--- src/rtl/dtstage_pkg.sv ---
package dtstage_pkg;
  localparam int CODE_W = 8;
  localparam int LEN_W  = 10;
  localparam int DIV_W  = 2;
  localparam int PRE_W  = 2;

  typedef struct packed {
    logic load;
    logic count;
  } dtStrobe_t;

  typedef enum logic [1:0] {
    ST_COMP_ON   = 2'd0,
    ST_MAIN_WAIT = 2'd1,
    ST_MAIN_ON   = 2'd2,
    ST_COMP_WAIT = 2'd3
  } dtState_t;

  // four-region code to tick count
  function automatic logic [LEN_W-1:0] decodeLen(input logic [CODE_W-1:0] code);
    logic [LEN_W-1:0] len;
    if (!code[7])      len = LEN_W'(code[6:0]);
    else if (!code[6]) len = LEN_W'({1'b1, code[5:0]}) << 1;
    else if (!code[5]) len = LEN_W'({1'b1, code[4:0]}) << 3;
    else               len = LEN_W'({1'b1, code[4:0]}) << 4;
    return len;
  endfunction
endpackage

--- src/rtl/dtstage_datapath.sv ---
module dtstage_datapath
  import dtstage_pkg::*;
#(
  parameter int CW = CODE_W,
  parameter int LW = LEN_W,
  parameter int DW = DIV_W,
  parameter int PW = PRE_W
) (
  input  logic          clk,
  input  logic          rstN,
  input  logic [CW-1:0] dtCode,
  input  logic [DW-1:0] dtDiv,
  input  dtStrobe_t     strb,
  output logic          zeroLen,
  output logic          expire
);
  logic [LW-1:0] lenNow;
  logic [LW-1:0] cnt;
  logic [PW-1:0] pre;
  logic [PW-1:0] preLast;
  logic          tick;

  always_comb begin
    lenNow = decodeLen(dtCode);
    if (dtDiv == DW'(0))      preLast = '0;
    else if (dtDiv == DW'(1)) preLast = PW'(1);
    else                      preLast = PW'(3);
  end

  assign zeroLen = (lenNow == '0);
  assign tick    = (pre == preLast);
  assign expire  = strb.count && tick && (cnt == LW'(1));

  always_ff @(posedge clk) begin
    if (!rstN) begin
      pre <= '0;
      cnt <= '0;
    end else if (strb.load) begin
      pre <= '0;
      cnt <= lenNow;
    end else if (strb.count && (cnt != '0)) begin
      if (tick) begin
        pre <= '0;
        cnt <= cnt - LW'(1);
      end else begin
        pre <= pre + PW'(1);
      end
    end
  end
endmodule

--- src/rtl/dtstage_ctrl.sv ---
module dtstage_ctrl
  import dtstage_pkg::*;
(
  input  logic      clk,
  input  logic      rstN,
  input  logic      refIn,
  input  logic      zeroLen,
  input  logic      expire,
  input  logic      mainEn,
  input  logic      compEn,
  input  logic      mainPol,
  input  logic      compPol,
  input  logic      masterEn,
  input  logic      offRun,
  input  logic      offIdle,
  input  logic      idleMainAct,
  input  logic      breakIn,
  input  logic      swBreak,
  output dtStrobe_t strb,
  output logic      brkHold,
  output logic      mainOut,
  output logic      mainOe,
  output logic      compOut,
  output logic      compOe
);
  dtState_t st, stNext;
  logic refQ;
  logic rise, fall;
  logic idleNow, bothEn, mainLog, compLog;

  assign rise = refIn && !refQ;
  assign fall = !refIn && refQ;

  always_comb begin
    stNext     = st;
    strb.load  = 1'b0;
    strb.count = (st == ST_MAIN_WAIT) || (st == ST_COMP_WAIT);
    if (rise) begin
      if (zeroLen) stNext = ST_MAIN_ON;
      else begin
        strb.load = 1'b1;
        stNext    = ST_MAIN_WAIT;
      end
    end else if (fall) begin
      if (zeroLen) stNext = ST_COMP_ON;
      else begin
        strb.load = 1'b1;
        stNext    = ST_COMP_WAIT;
      end
    end else if (expire) begin
      stNext = (st == ST_MAIN_WAIT) ? ST_MAIN_ON : ST_COMP_ON;
    end
  end

  always_ff @(posedge clk) begin
    if (!rstN) begin
      st      <= ST_COMP_ON;
      refQ    <= 1'b0;
      brkHold <= 1'b0;
    end else begin
      st   <= stNext;
      refQ <= refIn;
      if (breakIn || swBreak) brkHold <= 1'b1;
      else if (!masterEn)     brkHold <= 1'b0;
    end
  end

  assign idleNow = !masterEn || brkHold || breakIn || swBreak;
  assign bothEn  = mainEn && compEn;
  assign mainLog = bothEn ? (st == ST_MAIN_ON) : refQ;
  assign compLog = bothEn ? (st == ST_COMP_ON) : !refQ;

  always_comb begin
    mainOe  = 1'b0;
    mainOut = 1'b0;
    compOe  = 1'b0;
    compOut = 1'b0;
    if (!idleNow) begin
      if (mainEn) begin
        mainOe  = 1'b1;
        mainOut = mainLog ^ mainPol;
      end else if (offRun) begin
        mainOe  = 1'b1;
        mainOut = mainPol;
      end
      if (compEn) begin
        compOe  = 1'b1;
        compOut = compLog ^ compPol;
      end else if (offRun) begin
        compOe  = 1'b1;
        compOut = compPol;
      end
    end else if (offIdle) begin
      mainOe  = 1'b1;
      mainOut = (mainEn && idleMainAct) ^ mainPol;
      compOe  = 1'b1;
      compOut = (compEn && !idleMainAct) ^ compPol;
    end
  end
endmodule

--- src/rtl/deadtime_out_stage.sv ---
module deadtime_out_stage
  import dtstage_pkg::*;
(
  input  logic              clk,
  input  logic              rstN,
  input  logic              refIn,
  input  logic [CODE_W-1:0] dtCode,
  input  logic [DIV_W-1:0]  dtDiv,
  input  logic              mainEn,
  input  logic              compEn,
  input  logic              mainPol,
  input  logic              compPol,
  input  logic              masterEn,
  input  logic              offRun,
  input  logic              offIdle,
  input  logic              idleMainAct,
  input  logic              breakIn,
  input  logic              swBreak,
  output logic              mainOut,
  output logic              mainOe,
  output logic              compOut,
  output logic              compOe
);
  dtStrobe_t strb;
  logic      zeroLen;
  logic      expire;
  logic      brkHold;

  dtstage_datapath #(
    .CW(CODE_W), .LW(LEN_W), .DW(DIV_W), .PW(PRE_W)
  ) dp_i (
    .clk(clk), .rstN(rstN), .dtCode(dtCode), .dtDiv(dtDiv),
    .strb(strb), .zeroLen(zeroLen), .expire(expire)
  );

  dtstage_ctrl ctrl_i (
    .clk(clk), .rstN(rstN), .refIn(refIn), .zeroLen(zeroLen), .expire(expire),
    .mainEn(mainEn), .compEn(compEn), .mainPol(mainPol), .compPol(compPol),
    .masterEn(masterEn), .offRun(offRun), .offIdle(offIdle),
    .idleMainAct(idleMainAct), .breakIn(breakIn), .swBreak(swBreak),
    .strb(strb), .brkHold(brkHold),
    .mainOut(mainOut), .mainOe(mainOe), .compOut(compOut), .compOe(compOe)
  );
endmodule

--- config.mk ---
export PLATFORM = sky130hd
export DESIGN_NAME = deadtime_out_stage
export DESIGN_NICKNAME = d
export VERILOG_FILES = /design/src/rtl/dtstage_pkg.sv /design/src/rtl/dtstage_datapath.sv /design/src/rtl/dtstage_ctrl.sv /design/src/rtl/deadtime_out_stage.sv
export SDC_FILE = /design/constraint.sdc
export NUM_CORES = 1
export LEC_CHECK = 0
export BUFFER_PORTS_ARGS = -buffer_cell sky130_fd_sc_hd__buf_4
export CAP_MARGIN = 10
export CORE_ASPECT_RATIO = 1.4
export CORE_MARGIN = 1.5
export CORE_UTILIZATION = 52
export CTS_BUF_LIST = sky130_fd_sc_hd__clkbuf_8
export DETAILED_ROUTE_END_ITERATION = 10
export PLACE_DENSITY = 0.81
export SLEW_MARGIN = 40
export SYNTH_ARGS = -nofsm -noshare
export SYNTH_HDL_FRONTEND = slang
export SYNTH_SLANG_ARGS = --single-unit
--- constraint.sdc ---
create_clock -name clk -period 2.1 [get_ports clk]
set_clock_uncertainty 0.2 [all_clocks]
set_input_delay 0.42 -clock clk [delete_from_list [all_inputs] [get_ports clk]]
set_output_delay 0.42 -clock clk [all_outputs]
set_load 0.005 [all_outputs]
Word level (Yosys, flattened, before mapping)
Cells that the tools add are included.
{"block": "op_classes", "n_addsub": 2, "mul": 0, "n_reduce_logical": 26, "n_shift": 0, "muxes": 36, "magnitude_cmp": 0, "n_div": 0, "bitwise_logic": 5, "n_eq_ne": 7}
{"operator": "$mux 10", "count": 6}
{"operator": "$mux 1", "count": 21}
{"operator": "$mux 2", "count": 9}
{"operator": "$eq 10x1->1 const B", "count": 1}
{"operator": "$logic_not 10->1", "count": 1}
{"operator": "$reduce_bool 10->1", "count": 1}
{"operator": "$sub 10x1->10 const B", "count": 1}
{"operator": "$logic_and 1x1->1", "count": 8}
{"operator": "$logic_or 1x1->1", "count": 5}
{"operator": "$eq 2x1->1 const B", "count": 2}
{"operator": "$eq 2x2->1 const B", "count": 2}
{"operator": "$logic_not 1->1", "count": 4}
{"operator": "$logic_not 2->1", "count": 2}
{"operator": "$reduce_bool 2->1", "count": 2}
{"operator": "$xor 1x1->1", "count": 4}
{"operator": "$reduce_bool 3->1", "count": 1}
{"operator": "$add 2x1->2 const B", "count": 1}
{"operator": "$eq 2x2->1", "count": 1}
{"operator": "$ne 2x1->1 const B", "count": 1}
{"operator": "$reduce_and 2->1", "count": 1}
{"operator": "$reduce_or 2->1", "count": 1}
{"operator": "$not 1->1", "count": 1}
{"block": "word_totals", "ff_bits": 16, "rom_bits": 0, "output_inout_bits": 4, "word_cells": 81, "ramBits": 0, "n_memories": 0, "latch_bits": 0, "in_bits": 23}

Depth between registers and ports, before layout
Gate-level depths: netlist of run 1.
{"block": "logic_depth", "depth_word": 9, "mapped_depth": 7, "mapped_depth_nobuf": 7}

Modules after synthesis
From an unflattened synthesis of run 1, not the netlist that was laid out.
{"block": "hier_totals", "hier_cells": 173, "hier_area_um2": 1361.3}
{"module": "dtstage_datapath", "area_per_inst_um2": 994.7, "instances": 1, "cells_per_inst": 125, "seq_area_each_um2": 240.2}
{"module": "dtstage_ctrl", "area_per_inst_um2": 366.6, "instances": 1, "cells_per_inst": 48, "seq_area_each_um2": 80.1}

Worst setup path before layout of run 1
OpenSTA, ideal clock, no wires.
{"block": "synth_path", "path_type": "in2reg", "startpoint": "input dtCode[5]", "endpoint": "register ctrl_i.st[1]", "path_buffers": 0, "required_ns": 1.785, "path_slack_ns": 0.292, "setup_time_ns": 0.115, "t_arrival_ns": 1.494, "cell_stages": 5, "path_cell_list": "or4_4 -> nor2_2 -> mux2i_1 -> a21boi_1 -> o21a_1"}
{"block": "synth_via", "elab_chain_cells": 7, "elab_cells_between_ends": 8, "classes_between": "mux (7); reduce/logical (1)"}
{"item": "start: declaration", "line_no": "deadtime_out_stage.sv:7", "source": "input logic [CODE_W-1:0] dtCode,"}
{"item": "$mux 10", "line_no": "dtstage_pkg.sv:24", "source": "else if (!code[5]) len = LEN_W'({1'b1, code[4:0]}) << 3;"}
{"item": "$mux 10", "line_no": "dtstage_pkg.sv:23", "source": "else if (!code[6]) len = LEN_W'({1'b1, code[5:0]}) << 1;"}
{"item": "$mux 10 *", "line_no": "dtstage_pkg.sv:22", "source": "if (!code[7]) len = LEN_W'(code[6:0]);"}
{"item": "$logic_not 10->1 *", "line_no": "dtstage_datapath.sv:30", "source": "assign zeroLen = (lenNow == '0);"}
{"item": "$mux 2", "line_no": "dtstage_ctrl.sv:45", "source": "if (zeroLen) stNext = ST_COMP_ON;"}
{"item": "$mux 2", "line_no": "dtstage_ctrl.sv:44", "source": "end else if (fall) begin"}
{"item": "$mux 2 *", "line_no": "dtstage_ctrl.sv:38", "source": "if (rise) begin"}
{"item": "end signal: assignment", "line_no": "dtstage_ctrl.sv:61", "source": "st <= stNext;"}
{"item": "end: declaration", "line_no": "dtstage_ctrl.sv:26", "source": "dtState_t st, stNext;"}
Every way passes the cells marked *; elsewhere a longest branch is shown, timed or not.
A chain may end at the register's enable or synchronous reset.

Worst setup path in the final report of run 1
{"block": "layout_path", "startpoint": "register ctrl_i.st[0]", "endpoint": "output compOut"}
{"block": "layout_via", "elab_chain_cells": 5}
{"item": "$logic_not 2->1", "line_no": "dtstage_ctrl.sv:71", "source": "assign compLog = bothEn ? (st == ST_COMP_ON) : !refQ;"}
{"item": "$mux 1", "line_no": "dtstage_ctrl.sv:71"}
{"item": "$xor 1x1->1", "line_no": "dtstage_ctrl.sv:88", "source": "compOut = compLog ^ compPol;"}
{"item": "$mux 1", "line_no": "dtstage_ctrl.sv:86", "source": "if (compEn) begin"}
{"item": "$mux 1", "line_no": "dtstage_ctrl.sv:78", "source": "if (!idleNow) begin"}
{"item": "end: declaration", "line_no": "deadtime_out_stage.sv:21", "source": "output logic compOut,"}
No other way between the ends.

==> results of run 1 <==
## state kept, by name, indices dropped and copies added (netlist names)
register        flops
dp_i.pre            2
ctrl_i.refQ         1
ctrl_i.brkHold      1
ctrl_i.st           2
dp_i.cnt           10
## placed cells by master, fill, tap and decap left out, drive strengths merged, types with 5 or more instances in the layout
| cell | netlist | final |
|---|---|---|
| buf | 2 | 28 |
| nor3 | 6 | 6 |
| o21ai | 10 | 10 |
| dfxtp | 16 | 16 |
| ha | 5 | 5 |
| inv | 8 | 8 |
| xnor2 | 7 | 7 |
| a21oi | 10 | 10 |
| o22ai | 5 | 5 |
| nand3 | 7 | 7 |
| nor2 | 12 | 12 |
| nand2 | 18 | 18 |
| xor2 | 7 | 7 |
| nor2b | 6 | 6 |
## critical path: cells and delay by family, from the launching register on
family                    cells  cell delay [ns]
DFF                           1             0.35
AOI/OAI and AO/OA             4             0.49
xor gates and xnor gates      1             0.13
buffers and inverters         1             0.14
## power groups by stage
stage	Combinational (W)	Sequential [W]	Clock, W
2_1_floorplan	0.000163	0.000350	0
3_3_place_gp	0.000242	0.000354	0
4_1_cts	0.000257	0.000349	0.000278
3_5_place_dp	0.000252	0.000355	0
5_1_grt	0.000286	0.000353	0.000292
6_report	0.000258	0.000350	0.000275
## kinds of logic after synthesis
family | Yosys count
XOR/XNOR | 14
AO/OA/AOI/OAI | 44
multiplexers | 2
buffers and inverters | 14
flip-flops | 16
AND/OR/NAND/NOR | 72
adder cells (fa/ha/maj) | 5
## metrics by stage
stage / hold WS (ns) / total power, W / setup WS (ns)
after floorplan: 0.238 / 0.000513 / 0.292
after global routing: 0.212 / 0.000931 / 0.0152
final: 0.196 / 0.000883 / 0.120
after CTS: 0.193 / 0.000883 / 0.0425
after detailed placement: 0.270 / 0.000607 / 0.0323
after global placement: 0.245 / 0.000595 / 0.0995
## timing repair
item,CTS,global route
setup endpoints to repair,0,2
buffers inserted,0,0
hold buffers,0,0
gates resized for setup,0,3
## cell type report
| class | instances | area [sq um] |
|---|---|---|
| well taps | 34 | 42.5 |
| inverters | 8 | 30.0 |
| repair buffers | 28 | 223 |
| clock buffers | 4 | 55.1 |
| flip-flops and latches | 16 | 322 |
| multi-input cells | 137 | 922 |
| fillers | 209 | 797 |
## path summary, 6_finish.rpt
| kind | slack [ns] | cells past startpoint | to | start |
|---|---|---|---|---|
| worst max register to register | 0.19 | 5 | dp_i.cnt[4] | dp_i.pre[1] |
| worst min-delay path | 0.20 | 2 | ctrl_i.refQ | refIn |
| worst max-delay path | 0.12 | 6 | compOut | ctrl_i.st[0] |
| worst min register to register | 0.27 | 2 | ctrl_i.brkHold | ctrl_i.brkHold |
## layer usage
| metal | track usage (%) | up-vias | share of wire (%) |
|---|---|---|---|
| met5 | 0 | - | 0 |
| met4 | 11.0 | 0 | 1.8 |
| met3 | 2.89 | 6 | 2.8 |
| met2 | 43.1 | 32 | 54 |
| met1 | 25.7 | 588 | 41 |
| li1 | - | 650 | - |
==> results.sh, run 1 <==
export IMPL_status="finished clean"
export IMPL_cts_buffer_depth=2
export IMPL_ys_ff_latch=16
export IMPL_seq_area_frac_synth_pct=24.5
export IMPL_cp_slowest_stage_delay_ns=0.35
export IMPL_synthCells=167
export IMPL_dieArea_sq_um=2830
export IMPL_gp_congestion=0.787
export IMPL_worst_skew_pair_late_latency_ns=0.25
export IMPL_yosysMostFrequentCell="nand2_1"
export IMPL_min_path_type="in -> reg"
export IMPL_wl_um=2990
export IMPL_initial_core_util_pct=54.8
export IMPL_synth_top_family_by_area="simple AND/OR/NAND/NOR gates"
export IMPL_cp_end_kind="output port"
export IMPL_area_growth_syn_to_layout_pct=21.7
export IMPL_synth_common_cells="17 x nand2_1, 16 x dfxtp_1, 11 x nor2_1"
export IMPL_wl_per_cell_um=13.2
export IMPL_crit_required_ns=1.48
export IMPL_finalCritPeriodShare_pct=94.3
export IMPL_synthSimpleGateAreaFrac_pct=31.8
export IMPL_drt_iter0_drc=12
export IMPL_ios=27
export IMPL_place_area_sq_um=1540
export IMPL_powerDensity_nw_per_um2=554
export IMPL_h_tree_depth=1
export IMPL_dr_total_vias=1276
export IMPL_synthesis_nets=195
export IMPL_async_flop_share_pct=0
export IMPL_syn_cell_area_sq_um=1310
export IMPL_p_clk_share_pct=31.2
export IMPL_io_buffers=26
export IMPL_pwr_share_seq_pct=39.6
export IMPL_antenna_cells=0
export IMPL_internal_power_w=0.000618
export IMPL_cts_tree="done"
export IMPL_fin_setup_tns_ns=0
export IMPL_drive_gt1_share_pct=22.3
export IMPL_ant_nets=0
export IMPL_synth_compound_area_share_pct=22.9
export IMPL_crit_chain="o21ai_0 > o21ai_1 > xnor2_1 > a21oi_1 > o22ai_1 > buf_4"
export IMPL_placed_cells=223
export IMPL_slew_viol_final=0
export IMPL_cp_max_fo=7
export IMPL_drcViolationCount=0
export IMPL_cts_root_buf="clkbuf_8"
export IMPL_leakage_nw=0.656
export IMPL_grt_max_degree=16
export IMPL_rows=21
export IMPL_finalNetCount=222
export IMPL_p_sw_share_pct=30.0
export IMPL_synth_edf_count=0
export IMPL_core_sq_um=2390
export IMPL_peakVddDrop_mv=0.371
export IMPL_cts_buffers=3
export IMPL_synth_fa_ha_area_share_pct=4.78
export IMPL_min_period_ns=1.98
export IMPL_rsz0062_at_grt="false"
export IMPL_grt_pass1_vias=1236
export IMPL_grt_overflow_total=0
export IMPL_worst_ep_arrival_time_ns=1.36
export IMPL_synth_area_leaders="dfxtp_1 24%, nand2_1 4.9%, ha_1 4.8%"
export IMPL_synth_cell_type_count=45
export IMPL_final_core_utilization_pct=66.7
export IMPL_startpoint_type="flop"
export IMPL_clkTransAtPathRegs_ns=0.06
export IMPL_max_freq_mhz=505
export IMPL_cap_violations=0
export IMPL_via_per_inst=5.62
export IMPL_synthMuxAreaShare_pct=1.53
export IMPL_clkSinkCount=16
export IMPL_syn_avg_cell_area_sq_um=7.84
export IMPL_finalSetupViolations=0
export IMPL_critPathSlowestCell="dfxtp_2"
export IMPL_die_x_um=45.4
export IMPL_antenna_found_initial=0
export IMPL_ys_flop_type="dfxtp_1"
export IMPL_grt_pass1_wl_um=5150
export IMPL_synth_top_area_share_pct=24.5
export IMPL_grt_usage_pct=23.9
export IMPL_ys_warn_count=0
export IMPL_yosysTopAreaCell="dfxtp_1"
export IMPL_path_class="reg -> out"
export IMPL_dieHeight_um=62.4
export IMPL_combPwrFrac_pct=29.2
export IMPL_dp_hpwl_um=2320
export IMPL_synth_xor_area_share_pct=9.36
export IMPL_final_cells=227
export IMPL_finalInstanceArea_sq_um=1590
export IMPL_switchingPower_w=0.000265
export IMPL_worst_slew_pin_slew_ns=0.419
export IMPL_drt_pass1_iterations=6
export IMPL_maxSlewHeadroom_pct=72.0
export IMPL_finalHoldViolations=0
Note: power is estimated with default switching activity, not from simulation.
==> run 2, diff against run 1 <==
Settings changed: CORE_MARGIN 1.5 to 10.
==> results.sh, run 2 (same netlist as run 1, synthesis figures left out) <==
export IMPL_path_class="reg -> out"
export IMPL_drive_gt1_share_pct=21.9
export IMPL_final_core_utilization_pct=66.1
export IMPL_grt_overflow_total=0
export IMPL_rows=21
export IMPL_min_path_type="in -> reg"
export IMPL_grt_pass1_wl_um=5280
export IMPL_antenna_found_initial=0
export IMPL_cts_root_buf="clkbuf_8"
export IMPL_ant_nets=0
export IMPL_max_freq_mhz=503
export IMPL_die_x_um=62.4
export IMPL_rr_startpoint="dp_i.pre[0]"
export IMPL_dp_hpwl_um=2580
export IMPL_cp_end_kind="output port"
export IMPL_io_buffers=26
export IMPL_finalHoldViolations=0
export IMPL_powerDensity_nw_per_um2=523
export IMPL_worst_skew_pair_late_latency_ns=0.24
export IMPL_startpoint_type="flop"
export IMPL_dpl_worst_slack_ns=0.0505
export IMPL_final_cell_mix="27 x buf_4, 17 x nand2_1, 15 x dfxtp_1, 11 x nor2_1, 10 x a21oi_1"
export IMPL_antenna_cells=0
export IMPL_ios=27
export IMPL_startpoint="ctrl_i.st[0]"
export IMPL_slew_viol_final=0
export IMPL_grt_max_degree=16
export IMPL_post_cts_resized=0
export IMPL_drt_met1_wl_um=1290
export IMPL_cp_max_fo=7
export IMPL_dieArea_sq_um=4960
export IMPL_dr_wl_met2_um=1540
export IMPL_rsz0062_at_grt="false"
export IMPL_drt_pass1_iterations=4
export IMPL_gp_congestion=0.780
export IMPL_setup_slack_ns=0.112
export IMPL_min_period_ns=1.99
export IMPL_initial_core_util_pct=54.8
export IMPL_wl_um=3140
export IMPL_core_sq_um=2390
export IMPL_nFillCells=219
export IMPL_peakVddDrop_mv=0.367
export IMPL_status="finished clean"
export IMPL_fin_setup_tns_ns=0
export IMPL_crit_required_ns=1.48
export IMPL_finalNetCount=222
export IMPL_finalCritPeriodShare_pct=94.6
export IMPL_worst_ep_arrival_time_ns=1.37
export IMPL_power_total_w=0.000827
export IMPL_dr_total_vias=1296
export IMPL_cap_violations=0
export IMPL_drt_iter0_drc=38
export IMPL_h_tree_depth=1
export IMPL_grt_pass1_vias=1271
export IMPL_cts_buffers=3
export IMPL_cts_setup_buffers=0
export IMPL_cts_buffer_depth=2
export IMPL_dieHeight_um=79.4
export IMPL_largest_register_ff_count=10
export IMPL_wl_per_cell_um=13.9
export IMPL_via_per_inst=5.73
export IMPL_area_growth_syn_to_layout_pct=20.6
export IMPL_maxSlewHeadroom_pct=74.5
export IMPL_clkTransAtPathRegs_ns=0.06
export IMPL_top_register="dp_i.cnt"
export IMPL_layout_cells_most_common="buf_4"
export IMPL_ctsHoldBuffers=0
export IMPL_cts_tree="done"
export IMPL_reg_largest_list="dp_i.cnt x10, ctrl_i.st x2, dp_i.pre x2"
export IMPL_drcViolationCount=0
export IMPL_finalSetupViolations=0
export IMPL_leakage_nw=0.649
export IMPL_grt_usage_pct=12.5
export IMPL_dr_wl_met3_um=149
export IMPL_worst_slew_pin_slew_ns=0.381
export IMPL_clkSinkCount=16
export IMPL_highest_layer="met4"
export IMPL_min_from="refIn"
-- run 2: cell count changes in the layout (fill, tap and decap cells not counted), sizes merged --
| cell | previous run | this run |
|---|---|---|
| clkbuf | 4 | 3 |
-- run 2: where the power goes --
| part | internal [W] | total, W | switching [W] |
|---|---|---|---|
| registers | 0.000325 | 0.000349 | 0.0000238 |
| clock network | 0.000127 | 0.000223 | 0.0000959 |
| logic | 0.000126 | 0.000255 | 0.000129 |
| total | 0.000578 | 0.000827 | 0.000249 |
-- run 2: worst max-delay path, stage by stage (launching register included) --
cell,delay (ns)
dfxtp_2,0.35
o21ai_0,0.15
o21ai_0,0.12
xnor2_1,0.13
a21oi_1,0.14
o22ai_1,0.09
buf_4,0.14
-- run 2: through the flow --
stage / instance area [sq um] / hold WS (ns) / std cells
6_report: 1580 / 0.195 / 226
5_1_grt: 1580 / 0.203 / 226
2_1_floorplan: 1310 / 0.238 / 167
3_3_place_gp: 1540 / 0.244 / 223
3_5_place_dp: 1540 / 0.265 / 223
4_1_cts: 1580 / 0.195 / 226
-- run 2: per-layer routing --
| metal | global-route usage (%) | vias up |
|---|---|---|
| li1 | - | 651 |
| met2 | 22.9 | 47 |
| met3 | 2.39 | 15 |
| met5 | 0 | - |
| met4 | 9.64 | 0 |
| met1 | 12.2 | 583 |
-- run 2: path summary, 6_finish.rpt --
kind               endpoint  slack, ns  depth (start not counted)
max                 compOut       0.11                          6
min             ctrl_i.refQ       0.19                          2
max reg2reg     dp_i.cnt[4]       0.23                          5
min reg2reg  ctrl_i.brkHold       0.27                          2
-- run 2: layout make-up --
cell class | count | area (sq um) | area share, %
inverter | 8 | 30.0 | 1.90
sequential | 16 | 322 | 20.3
multi-input combinational | 137 | 922 | 58.4
clock buffer | 3 | 41.3 | 2.61
timing repair buffer | 28 | 223 | 14.1
tap | 34 | 42.5 | 2.69
==> run 3, diff against run 2 <==
Settings changed: BUFFER_PORTS_ARGS -buffer_cell sky130_fd_sc_hd__buf_4 to default, CTS_BUF_LIST sky130_fd_sc_hd__clkbuf_8 to default, DONT_BUFFER_PORTS from default to 1, PLACE_DENSITY 0.81 to 0.72.
==> results.sh, run 3 (same netlist as run 1, synthesis figures left out) <==
export IMPL_worst_r2r_setup_slack_ns=0.22
export IMPL_maxSlewHeadroom_pct=74.2
export IMPL_setup_slack_ns=0.142
export IMPL_cts_tree="done"
export IMPL_grt_usage_pct=12.4
export IMPL_ctsHoldBuffers=0
export IMPL_finalSetupViolations=0
export IMPL_max_freq_mhz=511
export IMPL_drive_gt1_share_pct=10.2
export IMPL_antenna_cells=0
export IMPL_area_growth_syn_to_layout_pct=4.30
export IMPL_min_path_type="in -> reg"
export IMPL_cts_buffers=3
export IMPL_top_register="dp_i.cnt"
export IMPL_rows=21
export IMPL_worst_slew_pin_slew_ns=0.385
export IMPL_grt_pass1_vias=1227
export IMPL_grt_pass1_wl_um=5280
export IMPL_h_tree_depth=1
export IMPL_worst_ep_arrival_time_ns=1.34
export IMPL_rsz0062_at_grt="false"
export IMPL_dieArea_sq_um=4960
export IMPL_worst_skew_pair_late_latency_ns=0.29
export IMPL_dp_hpwl_um=2340
export IMPL_cts_root_buf="clkbuf_4"
export IMPL_status="finished clean"
export IMPL_startpoint_type="flop"
export IMPL_ios=27
export IMPL_via_per_inst=5.92
export IMPL_rr_startpoint="dp_i.pre[0]"
export IMPL_crit_reg2reg_capture="dp_i.cnt[4]"
export IMPL_grt_max_degree=16
export IMPL_cts_buffer_depth=2
export IMPL_cap_violations=0
export IMPL_min_period_ns=1.96
export IMPL_largest_register_ff_count=10
export IMPL_crit_required_ns=1.48
export IMPL_ff2ff_path_depth=5
export IMPL_dpl_worst_slack_ns=0.154
export IMPL_wl_per_cell_um=14.5
export IMPL_dieHeight_um=79.4
export IMPL_antenna_found_initial=0
export IMPL_cp_end_kind="output port"
export IMPL_powerDensity_nw_per_um2=541
export IMPL_post_cts_resized=0
export IMPL_dr_total_vias=1184
export IMPL_final_cell_mix="17 x nand2_1, 15 x dfxtp_1, 11 x nor2_1, 10 x a21oi_1, 8 x inv_1"
export IMPL_min_from="rstN"
export IMPL_startpoint="ctrl_i.st[0]"
export IMPL_grt_overflow_total=0
export IMPL_initial_core_util_pct=54.8
export IMPL_placed_cells=196
export IMPL_drt_pass1_iterations=4
export IMPL_layout_cells_most_common="nand2_1"
export IMPL_finalNetCount=195
export IMPL_clkSinkCount=16
export IMPL_drt_iter0_drc=26
export IMPL_path_class="reg -> out"
export IMPL_hold_depth=1
export IMPL_cts_setup_buffers=0
export IMPL_reg_largest_list="dp_i.cnt x10, ctrl_i.st x2, dp_i.pre x2"
export IMPL_peakVddDrop_mv=0.348
export IMPL_slew_viol_final=0
export IMPL_leakage_nw=0.515
export IMPL_finalCritPeriodShare_pct=93.2
export IMPL_core_sq_um=2390
export IMPL_wl_um=2910
export IMPL_finalHoldViolations=0
export IMPL_die_x_um=62.4
export IMPL_drcViolationCount=0
export IMPL_nFillCells=242
export IMPL_io_buffers=0
export IMPL_ant_nets=0
export IMPL_fin_setup_tns_ns=0
export IMPL_final_cells=200
export IMPL_clkTransAtPathRegs_ns=0.10
export IMPL_holdPathEnd="dp_i.cnt[5]"
export IMPL_cp_max_fo=7
export IMPL_gp_congestion=0.774
run 3: through the flow:
step / cell area, sq um / total power, W / hold WS [ns] / util (%)
2_1_floorplan: 1310 / 0.000513 / 0.238 / -
3_3_place_gp: 1320 / 0.000531 / 0.244 / 55.3
3_5_place_dp: 1320 / 0.000537 / 0.253 / 55.3
4_1_cts: 1360 / 0.000740 / 0.0413 / 56.8
5_1_grt: 1370 / 0.000784 / 0.0380 / 57.1
6_report: 1370 / 0.000739 / 0.0431 / 57.1
run 3: cell type report:
| cell class | instances | area, sq um | share of cell area, % |
|---|---|---|---|
| Tap cell | 34 | 42.5 | 3.11 |
| Clock buffer | 4 | 36.3 | 2.66 |
| Multi-Input combinational cell | 137 | 928 | 67.9 |
| Timing Repair Buffer | 1 | 7.51 | 0.549 |
| Inverter | 8 | 30.0 | 2.20 |
| Sequential cell | 16 | 322 | 23.5 |
run 3: critical path, cell delays in order, from the launching register on:
cell and delay [ns]:
dfxtp_2 0.36, nand3b_1 0.16, o21ai_1 0.10, xor2_1 0.16, a21oi_1 0.08, o22ai_1 0.19
run 3: layer usage:
metal  GRT usage, %  up-vias  routed length [um]  share of wire, %
li1               -      597                   -                 -
met1           12.6      538                1170                40
met2           21.4       40                1350                46
met3           4.63        9                 291                10
met4           7.40        0                 102               3.5
met5              0        -                   0                 0
run 3: worst max path at each step:
stage / end / slack [ns] / depth (start not counted)
after floorplan: ctrl_i.st[1] / 0.29 / 5
after global placement: dp_i.cnt[4] / 0.20 / 5
after detailed placement: dp_i.cnt[4] / 0.15 / 5
after CTS: mainOut / 0.05 / 5
after global routing: compOut / 0.02 / 5
final: mainOut / 0.14 / 5
run 3: power by group:
group,switching (W),internal (W)
Combinational,0.0000947,0.0000896
Sequential,0.0000240,0.000325
Clock,0.000100,0.000106
Total,0.000219,0.000520
